`config.mk`:
```
export PLATFORM = sky130hd
export DESIGN_NAME = ic_pulse_timer
export DESIGN_NICKNAME = d
export VERILOG_FILES = /design/src/rtl/ic_pkg.sv /design/src/rtl/ic_pin_sync.sv /design/src/rtl/ic_edge_qual.sv /design/src/rtl/ic_tick_counter.sv /design/src/rtl/ic_capture_core.sv /design/src/rtl/ic_pulse_timer.sv
export SDC_FILE = /design/constraint.sdc
export NUM_CORES = 1
export LEC_CHECK = 0
export ABC_AREA = 1
export BUFFER_PORTS_ARGS = -buffer_cell sky130_fd_sc_hd__buf_2
export CORE_MARGIN = 2
export CORE_UTILIZATION = 24
export DETAILED_ROUTE_END_ITERATION = 6
export PLACE_DENSITY = 0.5
export SYNTH_ARGS = -nofsm -noshare
export SYNTH_HDL_FRONTEND = slang
export SYNTH_SLANG_ARGS = --single-unit
```
`constraint.sdc`:
```
create_clock -name clk -period 3.4 [get_ports clk]
set_input_delay 0.17 -clock clk [delete_from_list [all_inputs] [get_ports clk]]
set_output_delay 0.17 -clock clk [all_outputs]
set_load 0.02 [all_outputs]
```
`src/rtl/ic_pkg.sv`:
```
package ic_pkg;

  typedef enum logic [1:0] {
    EDGE_RISE    = 2'b00,
    EDGE_FALL    = 2'b01,
    EDGE_ANY     = 2'b10,
    EDGE_ANY_ALT = 2'b11
  } edge_mode_t;

  localparam int SYNC_STAGES_DEF = 2;

endpackage

```
`src/rtl/ic_pin_sync.sv`:
```
module ic_pin_sync #(
  parameter int STAGES = 2
) (
  input  logic clk,
  input  logic rst_n,
  input  logic pin_in,
  output logic lvl,
  output logic lvl_d
);
  logic [STAGES-1:0] chain_q;
  logic              last_q;

  always_ff @(posedge clk or negedge rst_n) begin
    if (!rst_n) begin
      chain_q <= '0;
      last_q  <= 1'b0;
    end else begin
      chain_q <= {chain_q[STAGES-2:0], pin_in};
      last_q  <= chain_q[STAGES-1];
    end
  end

  assign lvl   = chain_q[STAGES-1];
  assign lvl_d = last_q;
endmodule

```
`src/rtl/ic_edge_qual.sv`:
```
module ic_edge_qual
  import ic_pkg::*;
(
  input  logic       lvl,
  input  logic       lvl_d,
  input  logic [1:0] edge_sel,
  output logic       edge_evt
);
  logic rise, fall;
  edge_mode_t mode;

  assign rise = lvl & ~lvl_d;
  assign fall = ~lvl & lvl_d;
  assign mode = edge_mode_t'(edge_sel);

  always_comb begin
    unique case (mode)
      EDGE_RISE: edge_evt = rise;
      EDGE_FALL: edge_evt = fall;
      default:   edge_evt = rise | fall;
    endcase
  end
endmodule

```
`src/rtl/ic_tick_counter.sv`:
```
module ic_tick_counter #(
  parameter int CNT_W = 16
) (
  input  logic             clk,
  input  logic             rst_n,
  input  logic             tick_en,
  output logic [CNT_W-1:0] cnt,
  output logic             wrap_evt
);
  localparam logic [CNT_W-1:0] TOP = '1;

  logic [CNT_W-1:0] cnt_q;

  always_ff @(posedge clk or negedge rst_n) begin
    if (!rst_n)       cnt_q <= '0;
    else if (tick_en) cnt_q <= cnt_q + 1'b1;
  end

  assign cnt      = cnt_q;
  assign wrap_evt = tick_en && (cnt_q == TOP);
endmodule

```
`src/rtl/ic_capture_core.sv`:
```
module ic_capture_core #(
  parameter int CNT_W = 16,
  parameter int OVF_W = 16,
  parameter int RES_W = 32
) (
  input  logic             clk,
  input  logic             rst_n,
  input  logic             edge_evt,
  input  logic             wrap_evt,
  input  logic [CNT_W-1:0] cnt,
  output logic [CNT_W-1:0] cap_val,
  output logic [OVF_W-1:0] ovf_cnt,
  output logic [RES_W-1:0] width,
  output logic             width_vld,
  output logic             armed
);
  localparam logic [OVF_W-1:0] OVF_MAX = '1;

  // full elapsed time: whole wraps plus the signed in-cycle difference
  function automatic logic [RES_W-1:0] span_ticks(
    input logic [OVF_W-1:0] wraps,
    input logic [CNT_W-1:0] stop_at,
    input logic [CNT_W-1:0] start_at
  );
    return (RES_W'(wraps) << CNT_W) + RES_W'(stop_at) - RES_W'(start_at);
  endfunction

  logic [CNT_W-1:0] cap_q;
  logic [OVF_W-1:0] ovf_q;
  logic [RES_W-1:0] width_q;
  logic             vld_q, armed_q;

  always_ff @(posedge clk or negedge rst_n) begin
    if (!rst_n) begin
      cap_q   <= '0;
      ovf_q   <= '0;
      width_q <= '0;
      vld_q   <= 1'b0;
      armed_q <= 1'b0;
    end else begin
      vld_q <= 1'b0;
      if (edge_evt) begin
        cap_q   <= cnt;
        armed_q <= 1'b1;
        // a wrap on the capture tick follows the top count: new interval
        ovf_q   <= wrap_evt ? OVF_W'(1) : '0;
        if (armed_q) begin
          width_q <= span_ticks(ovf_q, cnt, cap_q);
          vld_q   <= 1'b1;
        end
      end else if (wrap_evt && ovf_q != OVF_MAX) begin
        ovf_q <= ovf_q + 1'b1;
      end
    end
  end

  assign cap_val   = cap_q;
  assign ovf_cnt   = ovf_q;
  assign width     = width_q;
  assign width_vld = vld_q;
  assign armed     = armed_q;
endmodule

```
`src/rtl/ic_pulse_timer.sv`:
```
module ic_pulse_timer #(
  parameter int CNT_W = 16,
  parameter int OVF_W = 16,
  parameter int RES_W = 32
) (
  input  logic             clk,
  input  logic             rst_n,
  input  logic             tick_en,
  input  logic             pin_in,
  input  logic [1:0]       edge_sel,
  output logic [CNT_W-1:0] cap_val,
  output logic [OVF_W-1:0] ovf_cnt,
  output logic [RES_W-1:0] width,
  output logic             width_vld
);
  localparam int SYNC_N = ic_pkg::SYNC_STAGES_DEF;

  // named internal events, observed by the bound checker
  logic [CNT_W-1:0] cnt_now;
  logic             wrap_evt;
  logic             edge_evt;
  logic             armed;
  logic             lvl, lvl_d;

  ic_pin_sync #(.STAGES(SYNC_N)) u_sync (
    .clk(clk), .rst_n(rst_n), .pin_in(pin_in), .lvl(lvl), .lvl_d(lvl_d)
  );

  ic_edge_qual u_qual (
    .lvl(lvl), .lvl_d(lvl_d), .edge_sel(edge_sel), .edge_evt(edge_evt)
  );

  ic_tick_counter #(.CNT_W(CNT_W)) u_cnt (
    .clk(clk), .rst_n(rst_n), .tick_en(tick_en),
    .cnt(cnt_now), .wrap_evt(wrap_evt)
  );

  ic_capture_core #(.CNT_W(CNT_W), .OVF_W(OVF_W), .RES_W(RES_W)) u_core (
    .clk(clk), .rst_n(rst_n), .edge_evt(edge_evt), .wrap_evt(wrap_evt),
    .cnt(cnt_now), .cap_val(cap_val), .ovf_cnt(ovf_cnt), .width(width),
    .width_vld(width_vld), .armed(armed)
  );
endmodule

```
* After elaboration in Yosys (flattened, before gate mapping)
Index checks and enable logic that the tools add are counted.
** Storage, ports and cells
- Word-level logic and storage cells :: 31
- Bits in registers :: 85
- Output and inout port bits :: 65
** Operators by class
- Equality and inequality tests :: 3
- Bitwise logic cells :: 5
- $add $sub $neg :: 4
- Mux-type cells :: 6
- Reduce and logical (&&, ||, !) cells :: 5
** Operators with widths (number)
- 16-bit by 1-bit adder with 16-bit output, second input constant :: 2
- 32-bit by 16-bit adder with 32-bit output :: 1
- 16-bit two-way mux :: 2
- 32-bit by 16-bit subtractor with 32-bit output :: 1
- 16-bit equality test, second input constant :: 1
- 16-bit inequality test, second input constant :: 1
- 1-bit two-way mux :: 3
- 1-bit AND :: 2
- 2-bit by 1-bit equality test with 1-bit output, second input constant :: 1
- 1-bit logical AND :: 2
- 2-bit zero test :: 1
- 1-bit inverter :: 2
- 1-bit case mux with 2 select lines :: 1
- 2-bit AND reduction :: 1
- 2-bit nonzero test :: 1
- 1-bit bitwise OR :: 1

* Logic depth before layout (Yosys ltp)
Gate-level depths: netlist of the first run.
- Depth after elaboration :: 5
- Mapped depth :: 14
- Gate-level depth less buffers :: 14

* Hierarchy
A second synthesis of the first run with hierarchy kept.
** Second synthesis, totals
- Cell total of the unflattened synthesis :: 770
- Area total of the unflattened synthesis :: 5352.6 µm²
** By module, submodules not included
- ic_capture_core :: area each 4334.2 µm², cells each 642, times used 1
- ic_tick_counter :: area each 882.1 µm², cells each 114, times used 1
- ic_pin_sync :: area each 75.1 µm², cells each 3, times used 1
- ic_edge_qual :: area each 61.3 µm², cells each 11, times used 1

* Worst setup path after synthesis of the first run
Ideal clock, no wire load.
- Path type :: register to register
- Start :: register u_core.cap_q[0], in the netlist u_core.cap_val[0]
- End :: register u_core.width_q[20], in the netlist u_core.width[20]
- Buffers on the path :: 0
- Data required time :: 3282 ps
- Path slack :: 1491 ps
- Library setup time :: 118 ps
- Stages on the path, launching flop included :: 13
- Data arrival time :: 1791 ps
- Period minus slack after synthesis :: 1909 ps
- Cells stage by stage :: dfrtp_1 ha_1 fa_1 inv_1 nand3_1 nand3_1 nand3_1 nand3_1 nand2_1 nand2_1 nand2_1 nand3_1 nand2_1
** On the way
- Longest elaborated chain between the ends :: 1
** Ends and longest elaborated chain
- start, declared :: RTL line ic_capture_core.sv:28 : logic [CNT_W-1:0] cap_q;
- start signal, assigned :: RTL line ic_capture_core.sv:43 : cap_q <= cnt;
- 32-bit by 16-bit subtractor with 32-bit output :: RTL line ic_capture_core.sv:25 : return (RES_W'(wraps) << CNT_W) + RES_W'(stop_at) - RES_W'(start_at);
- end signal, assigned :: RTL line ic_capture_core.sv:48 : width_q <= span_ticks(ovf_q, cnt, cap_q);
- end, declared :: RTL line ic_capture_core.sv:30 : logic [RES_W-1:0] width_q;
Every way passes these cells.
A chain may end at the register's enable or synchronous reset.

* Final worst setup path of the first run
- Start :: register u_cnt.cnt_q[0], in the netlist u_cnt.cnt[0]
- End :: register u_core.width_q[20], in the netlist u_core.width[20]
** On the way
- Longest elaborated chain between the ends :: 2
** Ends and longest elaborated chain
- start, declared :: RTL line ic_tick_counter.sv:12 : logic [CNT_W-1:0] cnt_q;
- start signal, assigned :: RTL line ic_tick_counter.sv:16 : else if (tick_en) cnt_q <= cnt_q + 1'b1;
- 32-bit by 16-bit adder with 32-bit output :: RTL line ic_capture_core.sv:25
- 32-bit by 16-bit subtractor with 32-bit output :: RTL line ic_capture_core.sv:25
Every way passes these cells.

==> run summary, run 1 <==
CRITICAL PATH
--------------------------------------------------------------------------------------
Crit. End Element .......................................................     register
Endpoint of the most critical register-to-register path ................. u_core.width[20]$_DFFE_PN0P_
Kind of start point of the critical path ................................     register
Register-to-Register Setup Slack ........................................      1.17 ns
RR Startpoint ........................................................... u_cnt.cnt[0]$_DFFE_PN0P_
Data arrival at the endpoint of the critical path .......................      2.46 ns
Largest fanout of any net on the critical path ..........................            4
Required time worst endpoint ............................................      3.63 ns
Crit Path Category ......................................................      reg2reg
Number of cells on the worst reg-to-reg path ............................           13

OUTCOME
--------------------------------------------------------------------------------------
Run status .............................................................. finished with violations
Failing checks ..........................................................  hold timing

ROUTING
--------------------------------------------------------------------------------------
Avg Vias per Cell .......................................................        4.394
Detail-routed net length per standard cell ..............................     14.16 µm
Overall via count from detail_route .....................................         4754
First-pass DRT Iterations ...............................................            6
Initial DRC Count .......................................................          331
Number of routed nets with antenna violations ...........................            0
Number of remaining DRC errors ..........................................            0
Routed WL ...............................................................     15.32 mm

CLOCK TREE
--------------------------------------------------------------------------------------
TritonCTS clock tree ....................................................          yes
Clock-pin slew of the registers on the worst-case setup and hold paths ..      0.06 ns
Clock buffer count from CTS .............................................            9
Number of buffers inserted by post-CTS setup repair .....................            0
H-tree levels ...........................................................            3
Latest clock arrival within the worst-skew pair .........................      0.35 ns
CTS Root Cell ........................................................... sky130_fd_sc_hd__clkbuf_16
Sink Count ..............................................................           85
Maximum number of buffers from clock root to sink .......................            2

PLACED DESIGN
--------------------------------------------------------------------------------------
Placement-stage cell area ............................................... 0.005941 mm²
PortBufs ................................................................           70
Placed wire-length estimate after detailed placement ....................     11.81 mm
Weighted congestion reported at the end of routability-driven placement .       0.8663

GRT
--------------------------------------------------------------------------------------
Overall overflow remaining after global route ...........................            0
Aggregate global-route resource usage ...................................       0.1357
Initial antenna violation count .........................................            0
Number of global-route vias before repair ...............................         4687
Maximum number of pins on one net before global-route repair ............           71
First-pass GRT wire length ..............................................     25.20 mm

DIE
--------------------------------------------------------------------------------------
Effective utilization at floorplan ......................................       0.2434
Die height ..............................................................     152.5 µm
Number of primary I/O pins ..............................................           71
Area of the core ........................................................  0.02176 mm²
DIE AREA ................................................................  0.02327 mm²
Width of the die ........................................................     152.5 µm
Number of core rows .....................................................           54

SYNTH
--------------------------------------------------------------------------------------
Number of instances in the synthesized netlist ..........................          728
Combined area of all synthesized cells .................................. 0.005295 mm²
Post-synth top area share ...............................................       0.4017
Area leader, netlist .................................................... sky130_fd_sc_hd__dfrtp_1
Ys Warns ................................................................            0
Top area cells in the synthesized netlist ............................... sky130_fd_sc_hd__dfrtp_1 (40%), sky130_fd_sc_hd__nand2_1 (17%), sky130_fd_sc_hd__inv_1 (7.0%), sky130_fd_sc_hd__nand3_1 (5.9%), sky130_fd_sc_hd__ha_1 (5.0%)
Number of nets produced by synthesis ....................................          756
Sequential cell area fraction in the yosys report .......................       0.4017
Number of distinct library cells after synthesis ........................           35
Number of register bits inferred by synthesis ...........................           85
Per-instance average area after synthesis ...............................    7.273 µm²

TIMING
--------------------------------------------------------------------------------------
Final clock period utilization by the worst path ........................       0.6564
Setup Total Neg Slack ...................................................         0 ns
Setup violations, final .................................................            0
Slew @ Worst Pin ........................................................    0.9427 ns
Fmax ....................................................................    448.1 MHz
Tightest hold margin ....................................................  -0.03527 ns
Max-slew violation total from the final report ..........................            0
Minimum clock period after layout .......................................     2.232 ns
Unrepaired setup endpoints after global routing .........................           no
Normalized max-slew margin ..............................................       0.3715
Fin Clk Skew ............................................................  0.008728 ns
Final-report hold violation count .......................................           47

CELLS AND AREA
--------------------------------------------------------------------------------------
Number of antenna cells inserted ........................................            0
Area growth syn-to-layout ...............................................       17.20%
Most frequent cells in the layout ....................................... sky130_fd_sc_hd__nand2_1 (237), sky130_fd_sc_hd__inv_1 (99), sky130_fd_sc_hd__dfrtp_1 (85), sky130_fd_sc_hd__buf_2 (69), sky130_fd_sc_hd__nand3_1 (62)
Share of post-route cells with drive strength above 1 ...................       0.1434
Post-layout nets ........................................................          827
Number of fill cells in the layout ......................................         2424
Final std cell area, no fill ............................................ 0.006206 mm²
Most common cell after layout, fill and taps aside ...................... sky130_fd_sc_hd__nand2_1

RUN
--------------------------------------------------------------------------------------
Number of violations of the max-capacitance limit .......................            0

POWER
--------------------------------------------------------------------------------------
Cell leakage power ......................................................     3.393 nW
Worst IR Drop VDD .......................................................    0.2249 mV
Cell Pwr Density ........................................................ 697.2 mW/mm²

WORST HOLD PATH
--------------------------------------------------------------------------------------
Worst hold path type ....................................................     in2async

==> sequential cells by signal, summed over array words and instances (netlist names) <==
name and count:
u_core.width_vld 1, u_cnt.cnt 16, u_core.armed 1, u_sync.lvl_d 1, u_core.cap_val 16, u_core.ovf_cnt 16
u_sync.chain_q 2, u_core.width 32
==> power by group <==
part	switching (mW)	leakage (nW)	total [mW]	internal, mW
logic	1.28	2.18	1.95	0.671
clock network	0.413	0.123	0.896	0.483
registers	0.198	1.09	1.48	1.28
==> worst max-delay path by stage <==
stage | depth (start not counted) | slack [ns] | to | start
4_1_cts | 13 | 1.16 | u_core.width[20]$_DFFE_PN0P_ | u_cnt.cnt[0]$_DFFE_PN0P_
2_1_floorplan | 12 | 1.49 | u_core.width[20]$_DFFE_PN0P_ | u_core.cap_val[0]$_DFFE_PN0N_
6_report | 13 | 1.17 | u_core.width[20]$_DFFE_PN0P_ | u_cnt.cnt[0]$_DFFE_PN0P_
3_3_place_gp | 13 | 1.21 | u_core.width[20]$_DFFE_PN0P_ | u_cnt.cnt[0]$_DFFE_PN0P_
3_5_place_dp | 13 | 1.17 | u_core.width[20]$_DFFE_PN0P_ | u_cnt.cnt[0]$_DFFE_PN0P_
5_1_grt | 13 | 0.88 | u_core.width[20]$_DFFE_PN0P_ | u_cnt.cnt[0]$_DFFE_PN0P_
==> critical path, cell delays in order, from the launching register on <==
cell and delay, ns:
sky130_fd_sc_hd__dfrtp_1 0.41, sky130_fd_sc_hd__inv_1 0.11, sky130_fd_sc_hd__ha_1 0.22, sky130_fd_sc_hd__fa_1 0.42
sky130_fd_sc_hd__inv_1 0.09, sky130_fd_sc_hd__nand3_1 0.06, sky130_fd_sc_hd__nand3_1 0.14, sky130_fd_sc_hd__nand3_1 0.09
sky130_fd_sc_hd__nand3_1 0.15, sky130_fd_sc_hd__nand2_1 0.14, sky130_fd_sc_hd__nand2_1 0.09, sky130_fd_sc_hd__nand2_1 0.05
sky130_fd_sc_hd__nand3_1 0.08, sky130_fd_sc_hd__nand2_1 0.05
==> area by class of cell <==
type,count,area [µm²],area share
Multi-Input combinational cell,524,2698,0.4347
Sequential cell,85,2127,0.3427
Inverter,106,397.9,0.06411
Timing Repair Buffer,73,377.9,0.06089
Tap cell,280,350.3,0.05645
Clock buffer,9,225.2,0.03629
Clock inverter,5,30.03,0.004839
==> cell families after synthesis <==
logic type	share of synthesized area
AO/OA/AOI/OAI	0.06947
buffers and inverters	0.08885
AND/OR/NAND/NOR	0.3254
flip-flops	0.4017
adder cells (fa/ha/maj)	0.05340
XOR/XNOR	0.06120
==> repair_timing <==
action / 4_1_cts / 5_1_grt
endpoints found under the hold margin: 1 / 0
hold buffers: 1 / 0
resized for setup: 0 / 0
==> through the flow <==
step	utilization	power, mW	instances	hold slack (ns)	setup slack, ns
4_1_cts	0.2853	4.377	1082	0.01209	1.159
3_3_place_gp	0.2731	3.458	1067	0.3020	1.208
3_5_place_dp	0.2731	3.464	1067	0.2970	1.170
5_1_grt	0.2853	4.689	1082	0.04026	0.8786
2_1_floorplan	-	2.854	728	-0.1256	1.491
6_report	0.2853	4.327	1082	-0.03527	1.168
==> layer usage <==
layer / share of wire / up-vias / GRT usage / routed length, µm
met2: 0.45 / 99 / 0.2126 / 6862
met4: 0.026 / 0 / 0.04982 / 394
met1: 0.49 / 2187 / 0.1873 / 7443
met3: 0.040 / 29 / 0.02503 / 617
met5: 0 / - / 0 / 0
li1: - / 2439 / - / -
==> cell usage after synthesis <==
cell type                  count
sky130_fd_sc_hd__a21boi_0      1
sky130_fd_sc_hd__a21oi_1      13
sky130_fd_sc_hd__buf_1         1
sky130_fd_sc_hd__buf_2         4
sky130_fd_sc_hd__buf_4         1
sky130_fd_sc_hd__buf_6         2
sky130_fd_sc_hd__clkbuf_1      5
sky130_fd_sc_hd__dfrtp_1      85
sky130_fd_sc_hd__fa_1          1
sky130_fd_sc_hd__ha_1         21
sky130_fd_sc_hd__inv_1        99
sky130_fd_sc_hd__inv_2         7
sky130_fd_sc_hd__nand2_1     237
sky130_fd_sc_hd__nand2_2       1
sky130_fd_sc_hd__nand2_4       1
sky130_fd_sc_hd__nand3_1      62
sky130_fd_sc_hd__nand4_1      14
sky130_fd_sc_hd__nor2_1       59
sky130_fd_sc_hd__nor2_2        4
sky130_fd_sc_hd__nor2_8        1
sky130_fd_sc_hd__nor3_1       20
sky130_fd_sc_hd__nor3_2        1
sky130_fd_sc_hd__nor3_4        1
sky130_fd_sc_hd__nor3b_2       1
sky130_fd_sc_hd__nor4_1        1
sky130_fd_sc_hd__o211ai_1      1
sky130_fd_sc_hd__o211ai_2      1
sky130_fd_sc_hd__o21ai_0      20
sky130_fd_sc_hd__o21ai_1      14
sky130_fd_sc_hd__o21ai_2       9
sky130_fd_sc_hd__o21bai_1      1
sky130_fd_sc_hd__o21bai_4      1
sky130_fd_sc_hd__or2_2         1
sky130_fd_sc_hd__xnor2_1      16
sky130_fd_sc_hd__xor2_1       21
Power figures use the tool's default switching activity.
==> run 2, diff against run 1 <==
--- a/config.mk
+++ b/config.mk
@@ -5,12 +5,12 @@
 export SDC_FILE = /design/constraint.sdc
 export NUM_CORES = 1
 export LEC_CHECK = 0
-export ABC_AREA = 1
+export ABC_AREA = 0
 export BUFFER_PORTS_ARGS = -buffer_cell sky130_fd_sc_hd__buf_2
 export CORE_MARGIN = 2
 export CORE_UTILIZATION = 24
 export DETAILED_ROUTE_END_ITERATION = 6
-export PLACE_DENSITY = 0.5
+export PLACE_DENSITY = 0.52
 export SYNTH_ARGS = -nofsm -noshare
 export SYNTH_HDL_FRONTEND = slang
 export SYNTH_SLANG_ARGS = --single-unit
==> constraint.sdc (replaced) <==
create_clock -name clk -period 2 [get_ports clk]
set_input_delay 0.1 -clock clk [delete_from_list [all_inputs] [get_ports clk]]
set_output_delay 0.1 -clock clk [all_outputs]
set_load 0.02 [all_outputs]
==> run summary, run 2 <==
TIMING
-----------------------------------------------------------------------------------------
Final-report hold violation count ..........................................            0   -100%
Final clock period utilization by the worst path ...........................        1.179   +0.5226
Fin Clk Skew ...............................................................  0.009201 ns   +0.0004732 ns
Minimum clock period after layout ..........................................     2.358 ns   +0.1262 ns
Setup violations, final ....................................................           28   +28
Slew @ Worst Pin ...........................................................    0.4663 ns   -0.4764 ns
Normalized max-slew margin .................................................       0.6880   +0.3165
Worst Slack Setup Final ....................................................   -0.3581 ns   -1.526 ns
Fmax .......................................................................    424.1 MHz   -5.4%
Max-slew violation total from the final report .............................            0   unchanged
Unrepaired setup endpoints after global routing ............................          yes

ROUTING
-----------------------------------------------------------------------------------------
Initial DRC Count ..........................................................          146   -56%
Overall via count from detail_route ........................................         4313   -9.3%
First-pass DRT Iterations ..................................................            5   -1
Routed WL ..................................................................     13.47 mm   -12%
Number of routed nets with antenna violations ..............................            0   unchanged
Number of remaining DRC errors .............................................            0   unchanged
Avg Vias per Cell ..........................................................        4.283   -2.5%
Detail-routed net length per standard cell .................................     13.37 µm   -5.5%

CRITICAL PATH
-----------------------------------------------------------------------------------------
Largest fanout of any net on the critical path .............................            4   unchanged
Crit Path Category .........................................................      reg2reg
WP buf/inv .................................................................            0   -2
Largest delay contributor family on the critical path ...................... compound AO/OA/AOI/OAI gates
Required time worst endpoint ...............................................      2.22 ns   -1.41 ns
Crit. End Element ..........................................................     register
Largest incremental delay on the critical path .............................      0.42 ns   about the same
Kind of start point of the critical path ...................................     register
Sequence of cells on the critical path ..................................... ha_4 > fa_2 > nor2b_4 > o2111ai_4 > a211oi_2 > o2111ai_2 > o2111ai_1 > xor2_1 > o21ai_0
Cell with the largest stage delay on the worst path ........................ sky130_fd_sc_hd__dfrtp_2
Register-to-Register Setup Slack ...........................................     -0.36 ns   -1.53 ns
Data arrival at the endpoint of the critical path ..........................      2.58 ns   +0.12 ns

WORST HOLD PATH
-----------------------------------------------------------------------------------------
Worst hold path type .......................................................       in2reg

CLOCK TREE
-----------------------------------------------------------------------------------------
Maximum number of buffers from clock root to sink ..........................            2   unchanged
TritonCTS clock tree .......................................................          yes
Clock-pin slew of the registers on the worst-case setup and hold paths .....      0.07 ns   about the same
Clock buffer count from CTS ................................................            9   unchanged
H-tree levels ..............................................................            3   unchanged
CTS Root Cell .............................................................. sky130_fd_sc_hd__clkbuf_16
Latest clock arrival within the worst-skew pair ............................      0.35 ns   about the same
Sink Count .................................................................           85   unchanged

DIE
-----------------------------------------------------------------------------------------
Die height .................................................................     143.8 µm   -5.7%
Number of primary I/O pins .................................................           71   unchanged
Effective utilization at floorplan .........................................       0.2425   -0.0009091
DIE AREA ...................................................................  0.02067 mm²   -11%
Area of the core ...........................................................  0.01933 mm²   -11%
Width of the die ...........................................................     143.8 µm   -5.7%
Number of core rows ........................................................           51   -5.6%

PLACED DESIGN
-----------------------------------------------------------------------------------------
Total placed cells including tap cells .....................................          962   -9.8%
PortBufs ...................................................................           70   unchanged
Setup Slack @ Placement ....................................................   -0.4433 ns   -1.613 ns
Placed wire-length estimate after detailed placement .......................     10.09 mm   -15%
Weighted congestion reported at the end of routability-driven placement ....       0.8679   +0.18%

SYNTH
-----------------------------------------------------------------------------------------
Top FF cell, synth ......................................................... sky130_fd_sc_hd__dfrtp_1
Sequential cell area fraction in the yosys report ..........................       0.4537   +0.05199
Number of instances in the synthesized netlist .............................          512   -30%
Most numerous cell types in the synthesized netlist ........................ sky130_fd_sc_hd__dfrtp_1 (85), sky130_fd_sc_hd__nand2_1 (77), sky130_fd_sc_hd__o21ai_0 (56), sky130_fd_sc_hd__nor2_1 (35), sky130_fd_sc_hd__xnor2_1 (32)
Number of register bits inferred by synthesis ..............................           85   unchanged
Fraction of the mapped netlist area in simple logic gates ..................       0.1994   -0.1260
Count leader, synth ........................................................ sky130_fd_sc_hd__dfrtp_1
Top area cells in the synthesized netlist .................................. sky130_fd_sc_hd__dfrtp_1 (45%), sky130_fd_sc_hd__nand2_1 (6.2%), sky130_fd_sc_hd__o21ai_0 (6.0%), sky130_fd_sc_hd__xnor2_1 (6.0%), sky130_fd_sc_hd__ha_1 (5.6%)
Per-instance average area after synthesis ..................................    9.157 µm²   +26%
Number of nets produced by synthesis .......................................          540   -29%
Synthesized-area fraction occupied by xor and xnor cells ...................       0.1009   +0.03968
Proportion of synthesized area in mux cells ................................     0.006939   +0.006939
Area leader, netlist ....................................................... sky130_fd_sc_hd__dfrtp_1
Post-synth EDFFs ...........................................................            0   unchanged
Ys Warns ...................................................................            0   unchanged
Number of distinct library cells after synthesis ...........................           49   +40%
Share of the synthesized area in compound gates (AO/OA/AOI/OAI) ............       0.1358   +0.06637
Post-synth top area share ..................................................       0.4537   +0.05199
Adder and majority gate portion of the synthesized area ....................      0.06031   +0.006912
Proportion of register bits with asynchronous set or reset after synthesis .        1.000   unchanged
Main combinational cell family by area after synthesis ..................... simple AND/OR/NAND/NOR gates
Combined area of all synthesized cells ..................................... 0.004688 mm²   -11%

CELLS AND AREA
-----------------------------------------------------------------------------------------
Non-filler cells, final ....................................................         1007   -6.9%
Most frequent cells in the layout .......................................... sky130_fd_sc_hd__buf_4 (146), sky130_fd_sc_hd__nand2_1 (72), sky130_fd_sc_hd__dfrtp_1 (71), sky130_fd_sc_hd__buf_2 (69), sky130_fd_sc_hd__o21ai_0 (34)
Most common cell after layout, fill and taps aside ......................... sky130_fd_sc_hd__buf_4
Number of antenna cells inserted ...........................................            0   unchanged
Area growth syn-to-layout ..................................................       61.17%
Flip-flop count of the largest register, all copies and words added ........           32   unchanged
Post-layout nets ...........................................................          765   -7.5%
Share of post-route cells with drive strength above 1 ......................       0.4784   +0.3350

OUTCOME
-----------------------------------------------------------------------------------------
Run status ................................................................. finished with violations
Failing checks ............................................................. setup timing

GRT
-----------------------------------------------------------------------------------------
Initial antenna violation count ............................................            0   unchanged
Number of global-route vias before repair ..................................         4179   -11%
First-pass GRT wire length .................................................     21.65 mm   -14%
Overall overflow remaining after global route ..............................            0   unchanged
Aggregate global-route resource usage ......................................       0.1328   -0.002904
Maximum number of pins on one net before global-route repair ...............           52   -27%

POWER
-----------------------------------------------------------------------------------------
Worst IR Drop VDD ..........................................................    0.5731 mV   +150%
Cell leakage power .........................................................     3.557 nW   +4.9%
Cell Pwr Density ...........................................................  1374 mW/mm²   +97%
Sum of internal, switching and leakage power ...............................     10.38 mW   +140%

RUN
-----------------------------------------------------------------------------------------
Number of violations of the max-capacitance limit ..........................            0   unchanged

[run 2: path summary, 6_finish.rpt]
path | depth (start not counted) | endpoint | startpoint
min in group asynchronous | 2 | u_core.width[21]$_DFFE_PN0P_ | rst_n
hold / removal | 2 | u_cnt.cnt[0]$_DFFE_PN0P_ | tick_en
setup / recovery | 9 | u_core.width[28]$_DFFE_PN0P_ | u_core.cap_val[0]$_DFFE_PN0N_
max in group asynchronous | 3 | u_core.cap_val[0]$_DFFE_PN0N_ | rst_n
hold reg to reg | 0 | u_sync.chain_q[1]$_DFF_PN0_ | u_sync.chain_q[0]$_DFF_PN0_
setup reg to reg | 9 | u_core.width[28]$_DFFE_PN0P_ | u_core.cap_val[0]$_DFFE_PN0N_
[run 2: logic make-up after synthesis]
logic type	count (synthesis)
simple gates	188
compound gates	109
flops	85
xor+xnor	54
buf+inv	51
fa+ha+maj	22
mux	3
[run 2: cell type report]
type,instances,area (µm²)
inverter,29,111.4
multi-input combinational,376,2959
fill,1889,11780
clock inverter,7,100.1
tap,265,331.6
sequential,85,2145
clock buffer,9,225.2
timing repair buffer,236,1684
[run 2: report_power, final]
part           switching, mW  internal (mW)  total (mW)
Sequential             0.270           2.18        2.45
Clock                  0.737           1.10        1.84
Combinational           2.97           3.12        6.10
Total                   3.98           6.40        10.4
[run 2: stage by stage]
step                      area (µm²)    util  setup TNS (ns)  hold slack [ns]
final                           7556  0.3908          -4.509          0.04196
after global routing            7556  0.3908          -7.850          0.05333
after CTS                       7236  0.3742          -3.941          0.03366
after detailed placement        6494  0.3359          -6.039          0.08369
after global placement          6494  0.3359          -5.460          0.08779
after floorplan                 4880       -          -2.000          -0.1956
[run 2: metal layers]
metal | vias up | global-route usage | wire [µm]
met2 | 62 | 0.2098 | 6341
met5 | - | 0 | 0
met1 | 2021 | 0.1881 | 6536
li1 | 2212 | - | -
met3 | 18 | 0.02166 | 415
met4 | 0 | 0.03560 | 174
[run 2: what timing repair did]
| action | CTS | global route |
|---|---|---|
| setup endpoints to repair | 27 | 42 |
| cloned | 0 | 0 |
| endpoints found under the hold margin | 35 | 0 |
| pin swaps | 30 | 34 |
| hold buffers | 2 | 0 |
| buffers inserted | 15 | 14 |
| resized for setup | 68 | 52 |
